===== src/rtl/rio_test_pktgen.sv =====
module rio_test_pktgen #(
  parameter int CW = 32
) (
  input  logic        clk,
  input  logic        rst_n,
  input  logic        reg_wr,
  input  logic [3:0]  reg_addr,
  input  logic [31:0] reg_wdata,
  output logic [31:0] reg_rdata,
  output logic        tx_valid,
  input  logic        tx_ready,
  output logic        tx_sop,
  output logic        tx_eop,
  output logic [31:0] tx_data,
  input  logic        rx_valid,
  input  logic        rx_sop,
  input  logic        rx_eop,
  input  logic [31:0] rx_data
);
  localparam logic [3:0] K_NRD = 4'd0, K_NWR = 4'd1, K_SWR = 4'd2, K_MRD = 4'd3,
                         K_MWR = 4'd4, K_MPW = 4'd5, K_DB = 4'd6, K_MSG = 4'd7,
                         K_RSP = 4'd8, K_RSPD = 4'd9;

  logic          out_en, in_en, pend, busy;
  logic [3:0]    kind, kind_q, ftype, ttype;
  logic [7:0]    dest, tid, hop, size, nw_tid, hdr_tid, aux, nw;
  logic [31:0]   addr, seed, info, pay;
  logic [CW-1:0] tx_cnt, rx_cnt;
  logic [63:0]   mrd;
  logic [1:0]    rx_ph;
  logic [8:0]    idx, npay, p;
  logic          last, fire, go;

  assign nw   = (size == 8'd0) ? 8'd1 : size;
  assign p    = idx - 9'd2;
  assign last = (idx == npay + 9'd1);
  assign fire = busy && tx_ready;
  assign go   = pend && out_en && in_en && !busy;

  always_comb begin
    npay = 9'd0; ftype = 4'd0; ttype = 4'd0; hdr_tid = tid; aux = 8'd0; info = addr;
    case (kind_q)
      K_NRD:  begin ftype = 4'd2;  ttype = 4'd4; aux = nw; end
      K_NWR:  begin ftype = 4'd5;  ttype = 4'd4; aux = nw; npay = {1'b0, nw}; hdr_tid = nw_tid; end
      K_SWR:  begin ftype = 4'd6;  aux = nw; npay = {1'b0, nw}; end
      K_MRD:  begin ftype = 4'd8;  aux = hop; info = {8'h0, addr[23:0]}; end
      K_MWR:  begin ftype = 4'd8;  ttype = 4'd1; aux = hop; info = {8'h0, addr[23:0]}; npay = 9'd1; end
      K_MPW:  begin ftype = 4'd8;  ttype = 4'd4; aux = hop; info = {8'h0, addr[23:0]}; npay = 9'd1; end
      K_DB:   begin ftype = 4'd10; info = {16'h0, addr[15:0]}; end
      K_MSG:  begin ftype = 4'd11; info = {16'h0, addr[15:0]}; npay = 9'd1; end
      K_RSP:  begin ftype = 4'd13; hdr_tid = addr[7:0]; info = {28'h0, addr[11:8]}; end
      default: begin ftype = 4'd13; ttype = 4'd8; hdr_tid = addr[7:0]; info = {28'h0, addr[11:8]}; npay = 9'd1; end
    endcase
  end

  always_comb begin
    pay = seed;
    if (kind_q == K_NWR && p == 9'd0) pay = tx_cnt[31:0];
    else if (kind_q == K_NWR && p == 9'd1) pay = {16'h0, seed[31:16]};
    else if (kind_q == K_SWR && p == 9'd0) pay = tx_cnt[31:0];
  end

  assign tx_valid = busy;
  assign tx_sop   = busy && (idx == 9'd0);
  assign tx_eop   = busy && last;
  assign tx_data  = (idx == 9'd0) ? {ftype, ttype, dest, hdr_tid, aux} :
                    (idx == 9'd1) ? info : pay;

  always_ff @(posedge clk) begin
    if (!rst_n) begin
      out_en <= 1'b0; in_en <= 1'b0; pend <= 1'b0; busy <= 1'b0;
      kind <= '0; kind_q <= '0; dest <= '0; tid <= '0; hop <= '0; size <= '0;
      addr <= '0; seed <= '0; nw_tid <= 8'h80; tx_cnt <= '0; idx <= '0;
    end else begin
      if (go) begin
        busy <= 1'b1; pend <= 1'b0; idx <= '0; kind_q <= kind;
      end
      if (fire) begin
        if (last) begin
          busy <= 1'b0;
          tx_cnt <= tx_cnt + 1'b1;
          if (kind_q == K_NWR) nw_tid <= (nw_tid == 8'hFF) ? 8'h80 : nw_tid + 8'd1;
        end else idx <= idx + 9'd1;
      end
      if (reg_wr) begin
        case (reg_addr)
          4'd0: begin
            out_en <= reg_wdata[0]; in_en <= reg_wdata[1];
            if (reg_wdata[2] && !busy && !pend && kind <= K_RSPD) pend <= 1'b1;
          end
          4'd1: kind <= reg_wdata[3:0];
          4'd2: dest <= reg_wdata[7:0];
          4'd3: tid  <= reg_wdata[7:0];
          4'd4: hop  <= reg_wdata[7:0];
          4'd5: addr <= reg_wdata;
          4'd6: size <= reg_wdata[7:0];
          4'd7: seed <= reg_wdata;
          default: ;
        endcase
      end
    end
  end

  always_ff @(posedge clk) begin
    if (!rst_n) begin
      rx_cnt <= '0; mrd <= '0; rx_ph <= 2'd0;
    end else if (rx_valid) begin
      if (rx_sop) rx_ph <= (rx_data[31:24] == 8'h82) ? 2'd1 : 2'd0;
      else if (rx_ph == 2'd1) begin mrd[63:32] <= rx_data; rx_ph <= 2'd2; end
      else if (rx_ph == 2'd2) begin mrd[31:0] <= rx_data; rx_ph <= 2'd0; end
      if (rx_eop) rx_cnt <= rx_cnt + 1'b1;
    end
  end

  always_comb begin
    case (reg_addr)
      4'd0:  reg_rdata = {30'h0, in_en, out_en};
      4'd1:  reg_rdata = {28'h0, kind};
      4'd2:  reg_rdata = {24'h0, dest};
      4'd3:  reg_rdata = {24'h0, tid};
      4'd4:  reg_rdata = {24'h0, hop};
      4'd5:  reg_rdata = addr;
      4'd6:  reg_rdata = {24'h0, size};
      4'd7:  reg_rdata = seed;
      4'd8:  reg_rdata = tx_cnt[31:0];
      4'd9:  reg_rdata = rx_cnt[31:0];
      4'd10: reg_rdata = mrd[31:0];
      4'd11: reg_rdata = mrd[63:32];
      default: reg_rdata = 32'h0;
    endcase
  end

  a_r2_hold: assert property (@(posedge clk) disable iff (!rst_n)
    (tx_valid && !tx_ready) |=> (tx_valid && $stable(tx_data) && $stable(tx_sop) && $stable(tx_eop)));

  a_r2_gap: assert property (@(posedge clk) disable iff (!rst_n)
    (tx_valid && tx_ready && tx_eop) |=> !tx_valid);

  a_r1_ftype: assert property (@(posedge clk) disable iff (!rst_n)
    (tx_valid && tx_sop) |-> (tx_data[31:28] inside {4'd2, 4'd5, 4'd6, 4'd8, 4'd10, 4'd11, 4'd13}));

  a_r9_gate: assert property (@(posedge clk) disable iff (!rst_n)
    $rose(tx_valid) |-> (out_en && in_en));

  a_r10_count: assert property (@(posedge clk) disable iff (!rst_n)
    !(tx_valid && tx_ready && tx_eop) |=> $stable(tx_cnt));
endmodule


===== config.mk =====
export PLATFORM = sky130hd
export DESIGN_NAME = rio_test_pktgen
export DESIGN_NICKNAME = d
export VERILOG_FILES = /design/src/rtl/rio_test_pktgen.sv
export SDC_FILE = /design/constraint.sdc
export NUM_CORES = 1
export LEC_CHECK = 0
export BUFFER_PORTS_ARGS = -buffer_cell sky130_fd_sc_hd__buf_2
export CAP_MARGIN = 10
export CORE_UTILIZATION = 60
export DETAILED_ROUTE_END_ITERATION = 6
export PLACE_DENSITY = 0.81
export SLEW_MARGIN = 10
export SYNTH_ARGS = -nofsm -noshare
export SYNTH_HDL_FRONTEND = slang
export SYNTH_SLANG_ARGS = --single-unit

===== constraint.sdc =====
create_clock -name clk -period 4.2 [get_ports clk]
set_input_delay 0.42 -clock clk [delete_from_list [all_inputs] [get_ports clk]]
set_output_delay 0.42 -clock clk [all_outputs]
set_load 0.02 [all_outputs]

; Word level (Yosys, flattened, before mapping)
; Index checks and enable logic that the tools add are counted.
[word_totals]
out_inout_bits = 67
elab_cells = 124
register_bits = 255
[classes]
n_eq_ne = 26
n_lt_le_gt_ge = 1
bitwise = 2
n_reduce_logical = 42
n_mux = 28
add_sub_neg = 6
[ops]
columns = cell, n
row1 = 32-bit case mux with 12 select lines, 1
row2 = 32-bit two-way mux, 5
row3 = 32-bit case mux with 3 select lines, 1
row4 = 32-bit by 1-bit adder with 32-bit output (second input constant), 2
row5 = 8-bit case mux with 2 select lines, 3
row6 = 4-bit by 3-bit == test with 1-bit output (second input constant), 8
row7 = 9-bit two-way mux, 3
row8 = 4-bit case mux with 6 select lines, 1
row9 = 2-bit AND reduction, 11
row10 = 4-bit == test (second input constant), 5
row11 = 9-bit by 1-bit adder with 9-bit output (second input constant), 2
row12 = 9-bit by 1-bit == test with 1-bit output (second input constant), 2
row13 = 9-bit zero test, 2
row14 = 4-bit by 2-bit == test with 1-bit output (second input constant), 4
row15 = 8-bit == test (second input constant), 2
row16 = 8-bit two-way mux, 2
row17 = 1-bit logical AND, 12
row18 = 4-bit case mux with 3 select lines, 1
row19 = 9-bit == test, 1
row20 = 3-bit OR reduction, 3
row21 = 9-bit by 2-bit subtractor with 9-bit output (second input constant), 1
row22 = 8-bit by 1-bit adder with 8-bit output (second input constant), 1
row23 = 4-bit by 1-bit == test with 1-bit output (second input constant), 2
row24 = 4-bit zero test, 2
row25 = other kinds (15), 28

; Depth between registers and ports, before layout
[logic_depth]
word_depth = 8
ltp_mapped = 14
depth_no_buf = 11

; Worst setup path after synthesis
; Ideal clock, no wire load.
[synth_path]
kind = register to output
from = register size[3]
to = output port tx_eop
path_buffers = 3
stages_incl_launch_ff = 14
arrival_ns = 3.268
slack_ns = 0.512
required_time_ns = 3.780
cell_sequence = dfxtp_1 buf_2 nor4_2 a2111oi_2 nor2_1 ha_1 inv_1 or4_1 nand3_1 o2111ai_1 or4_4 buf_6 clkbuf_1 nor2_1
[synth_between]
elab_chain_cells = 6
[synth_lines]
columns = item, line
row1 = from (decl), 26  ; logic [7:0] dest, tid, hop, size, nw_tid, hdr_tid, aux, nw;
row2 = from (signal assigned), 96  ; 4'd6: size <= reg_wdata[7:0];
row3 = 8-bit zero test, 34  ; assign nw = (size == 8'd0) ? 8'd1 : size;
row4 = 8-bit two-way mux (*), 34
row5 = 8-bit case mux with 2 select lines (*), 42  ; case (kind_q)
row6 = 9-bit by 1-bit adder with 9-bit output (*), 36  ; assign last = (idx == npay + 9'd1);
row7 = 9-bit == test (*), 36
row8 = 1-bit logical AND (*), 65  ; assign tx_eop = busy && last;
row9 = to (decl), 13  ; output logic tx_eop,
; Every way passes the cells marked *; elsewhere a longest branch is shown, timed or not.

; Final worst setup path
; Same ends and word-level chain as after synthesis.

==> results.sh <==
export IMPL_status="complete, but fails checks"
export IMPL_violations="design-rule violations"
export IMPL_critical_path_most_common_cell="nor2_1"
export IMPL_post_synth_cell_area_avg_um2=7.647
export IMPL_area_growth_pct=13.72
export IMPL_synthFlopType="dfxtp_1"
export IMPL_groute_usage_overall=0.4156
export IMPL_hold_viol_final=0
export IMPL_synthesis_nets=1842
export IMPL_synthArstFlopShare=0
export IMPL_die_w_um=151.6
export IMPL_grt_pass1_vias=12810
export IMPL_wl_per_cell_um=22.83
export IMPL_vias_per_cell=6.767
export IMPL_synth_cells=1757
export IMPL_setup_viol=0
export IMPL_clockBufferDepth=3
export IMPL_die_area_mm2=0.02300
export IMPL_antenna_cells=0
export IMPL_vias=14410
export IMPL_cts_buffers=28
export IMPL_drc=5
export IMPL_period_share=0.9807
export IMPL_io_buffers=141
export IMPL_max_freq_mhz=242.8
export IMPL_max_stage_delay_ns=0.61
export IMPL_htreeDepth=1
export IMPL_grt_pass1_wl_um=72710
export IMPL_dieHeight_um=151.6
export IMPL_worst_path_dominant_cell_family="simple AND/OR/NAND/NOR gates"
export IMPL_max_slew_margin_rel=0.2948
export IMPL_clkLatencyLatePin_ns=0.56
export IMPL_worstMarginPinSlew_ns=1.056
export IMPL_final_area_mm2=0.01528
export IMPL_syn_area_mm2=0.01344
export IMPL_antenna_found_initial=0
export IMPL_firstDrtPassIters=7
export IMPL_synth_seq_area_share=0.3799
export IMPL_wirelength_um=48610
export IMPL_hold_buffers=0
export IMPL_cts_tree="yes"
export IMPL_ys_ff_latch=255
export IMPL_grt_ovfl_total=0
export IMPL_placed_area_mm2=0.01426
export IMPL_cp_data_arrival_time_ns=3.70
export IMPL_dp_cells=2075
export IMPL_maxCapViolations=0
export IMPL_clock_skew_ns=0.01013
export IMPL_period_needed_ns=4.119
export IMPL_rsz0062_at_grt="true"
export IMPL_powerDensity_mw_per_mm2=338.2
export IMPL_multi_input_area_mm2=0.007816
export IMPL_yosys_warnings=0
export IMPL_peakVddDrop_uv=269.0
export IMPL_rows=54
export IMPL_fin_cells=2129
export IMPL_ys_types=67
export IMPL_p_leak_nw=5.346
export IMPL_min_path_type="input pin to flip-flop"
export IMPL_startpoint_type="flip-flop"
export IMPL_start_util=0.6138
export IMPL_io_pins=142
export IMPL_path_clk_slew_ns=0.06
export IMPL_numClockSinks=255
export IMPL_place_worst_setup_slack_ns=0.1815
export IMPL_grt_max_degree=168
export IMPL_worstSetupEndpointType="primary output"
export IMPL_drv_slew=0
export IMPL_dp_hpwl_um=34200
export IMPL_seq_area_mm2=0.005120
export IMPL_coreArea_mm2=0.02189
export IMPL_gp_congestion=1.009
export IMPL_final_nets=1913
export IMPL_path_cells="nor4_4 -> a2111oi_2 -> nor2_1 -> ha_1 -> xor2_2 -> nor4bb_1 -> a2111o_1 -> o2111ai_4 -> or4_4 -> nor2_1 -> buf_2"
export IMPL_drive_above_1_share=0.1422
export IMPL_crit_fanout=8
export IMPL_root_buffer="clkbuf_16"
export IMPL_critPathBufInv=1
export IMPL_synth_edf_count=0
export IMPL_worst_slack_ns=0.08105
export IMPL_slowest_stage="or4_4"
export IMPL_cp_required_ns=3.78
export IMPL_crit_type="flip-flop to primary output"
export IMPL_drt_iter0_markers=2000
export IMPL_ant_nets=0
export IMPL_fillCellCount=1863
-- layout by cell type, fill, tap and decap left out, types with 18 or more instances in the layout --
cell type	n
o31ai_1	24
xor2_1	18
buf_2	141
nand2_1	375
nor2_1	81
nand4_1	29
buf_4	36
nand3_1	78
mux2i_1	67
or4_1	33
a22oi_1	106
dfxtp_1	245
a21oi_1	196
o21ai_0	71
clkbuf_16	28
nor3_1	27
-- report_power, final --
group / internal [W] / switching, W / leakage [nW]
registers: 0.00243 / 0.0000216 / 2.06
logic: 0.0000676 / 0.000163 / 2.82
clock network: 0.00146 / 0.00102 / 0.465
-- worst min-delay path: stages --
cell and delay (ns):
buf_2 0.10, nand2_1 0.05, a21oi_1 0.05
-- area by class of cell --
cell class / instances / share of cell area
multi-input cells: 1350 / 0.5115
flip-flops and latches: 255 / 0.3351
clock buffers: 44 / 0.05634
well taps: 280 / 0.02293
repair buffers: 178 / 0.06518
inverters: 15 / 0.004012
clock inverters: 7 / 0.004913
-- stage by stage --
stage / total power (W) / hold WS (ns) / TNS [ns] / util
2_1_floorplan: 0.002619 / 0.4359 / 0 / -
3_3_place_gp: 0.002726 / 0.4422 / 0 / 0.6514
3_5_place_dp: 0.002728 / 0.4460 / 0 / 0.6514
4_1_cts: 0.005156 / 0.09926 / 0 / 0.6962
5_1_grt: 0.005261 / 0.1076 / -0.1003 / 0.6980
6_report: 0.005168 / 0.1133 / 0 / 0.6980
-- what timing repair did --
item	4_1_cts	5_1_grt
setup buffers	1	0
cloned	2	0
resized for setup	6	11
endpoints found under the setup margin	1	36
pin swaps	1	1
-- metal layers --
layer / share of wire / track usage
met5: 0 / 0
met4: 0.054 / 0.2054
met3: 0.13 / 0.1060
met2: 0.43 / 0.6145
met1: 0.39 / 0.5588
-- cell usage after synthesis (17+ instances only) --
cell	n	area, um2
a22oi_1	106	795.8
xor2_1	20	175.2
or4_1	33	247.7
o31ai_1	24	180.2
clkbuf_1	114	427.9
dfxtp_1	255	5105
mux2i_1	67	670.6
o21ai_0	71	355.3
nor2_1	86	322.8
nand2_1	376	1411
nand3_1	78	390.4
nand4_1	29	181.4
xnor2_1	17	148.9
a21oi_1	196	980.9
nor3_1	28	140.1
-- state kept, by name, indices dropped and copies added, names as in the netlist --
signal / cells
tx_valid: 1
tx_cnt: 32
addr: 32
in_en: 1
out_en: 1
size: 8
hop: 8
kind_q: 4
dest: 8
idx: 9
rx_cnt: 32
tid: 8
mrd: 64
seed: 32
rx_ph: 2
nw_tid: 8
pend: 1
kind: 4
-- path summary, 6_finish.rpt --
check,from,slack [ns],to,cells after the start
setup reg to reg,size[3],0.19,tx_cnt[13],11
hold / removal,rx_data[5],0.11,mrd[5],3
hold reg to reg,mrd[54],0.45,mrd[54],2
setup / recovery,size[3],0.08,tx_eop,11
-- cell families (layout without fill, tap and decap cells) --
| kind of cell | after synthesis | after routing | share of synthesized area |
|---|---|---|---|
| AO/OA/AOI/OAI | 492 | 492 | 0.2309 |
| XOR/XNOR | 37 | 37 | 0.02412 |
| adder cells (fa/ha/maj) | 10 | 10 | 0.009312 |
| buffers and inverters | 154 | 244 | 0.04591 |
| flip-flops | 255 | 255 | 0.3799 |
| multiplexers | 70 | 70 | 0.05243 |
| AND/OR/NAND/NOR | 739 | 741 | 0.2574 |
No activity file was read; power rests on OpenSTA's default activity.
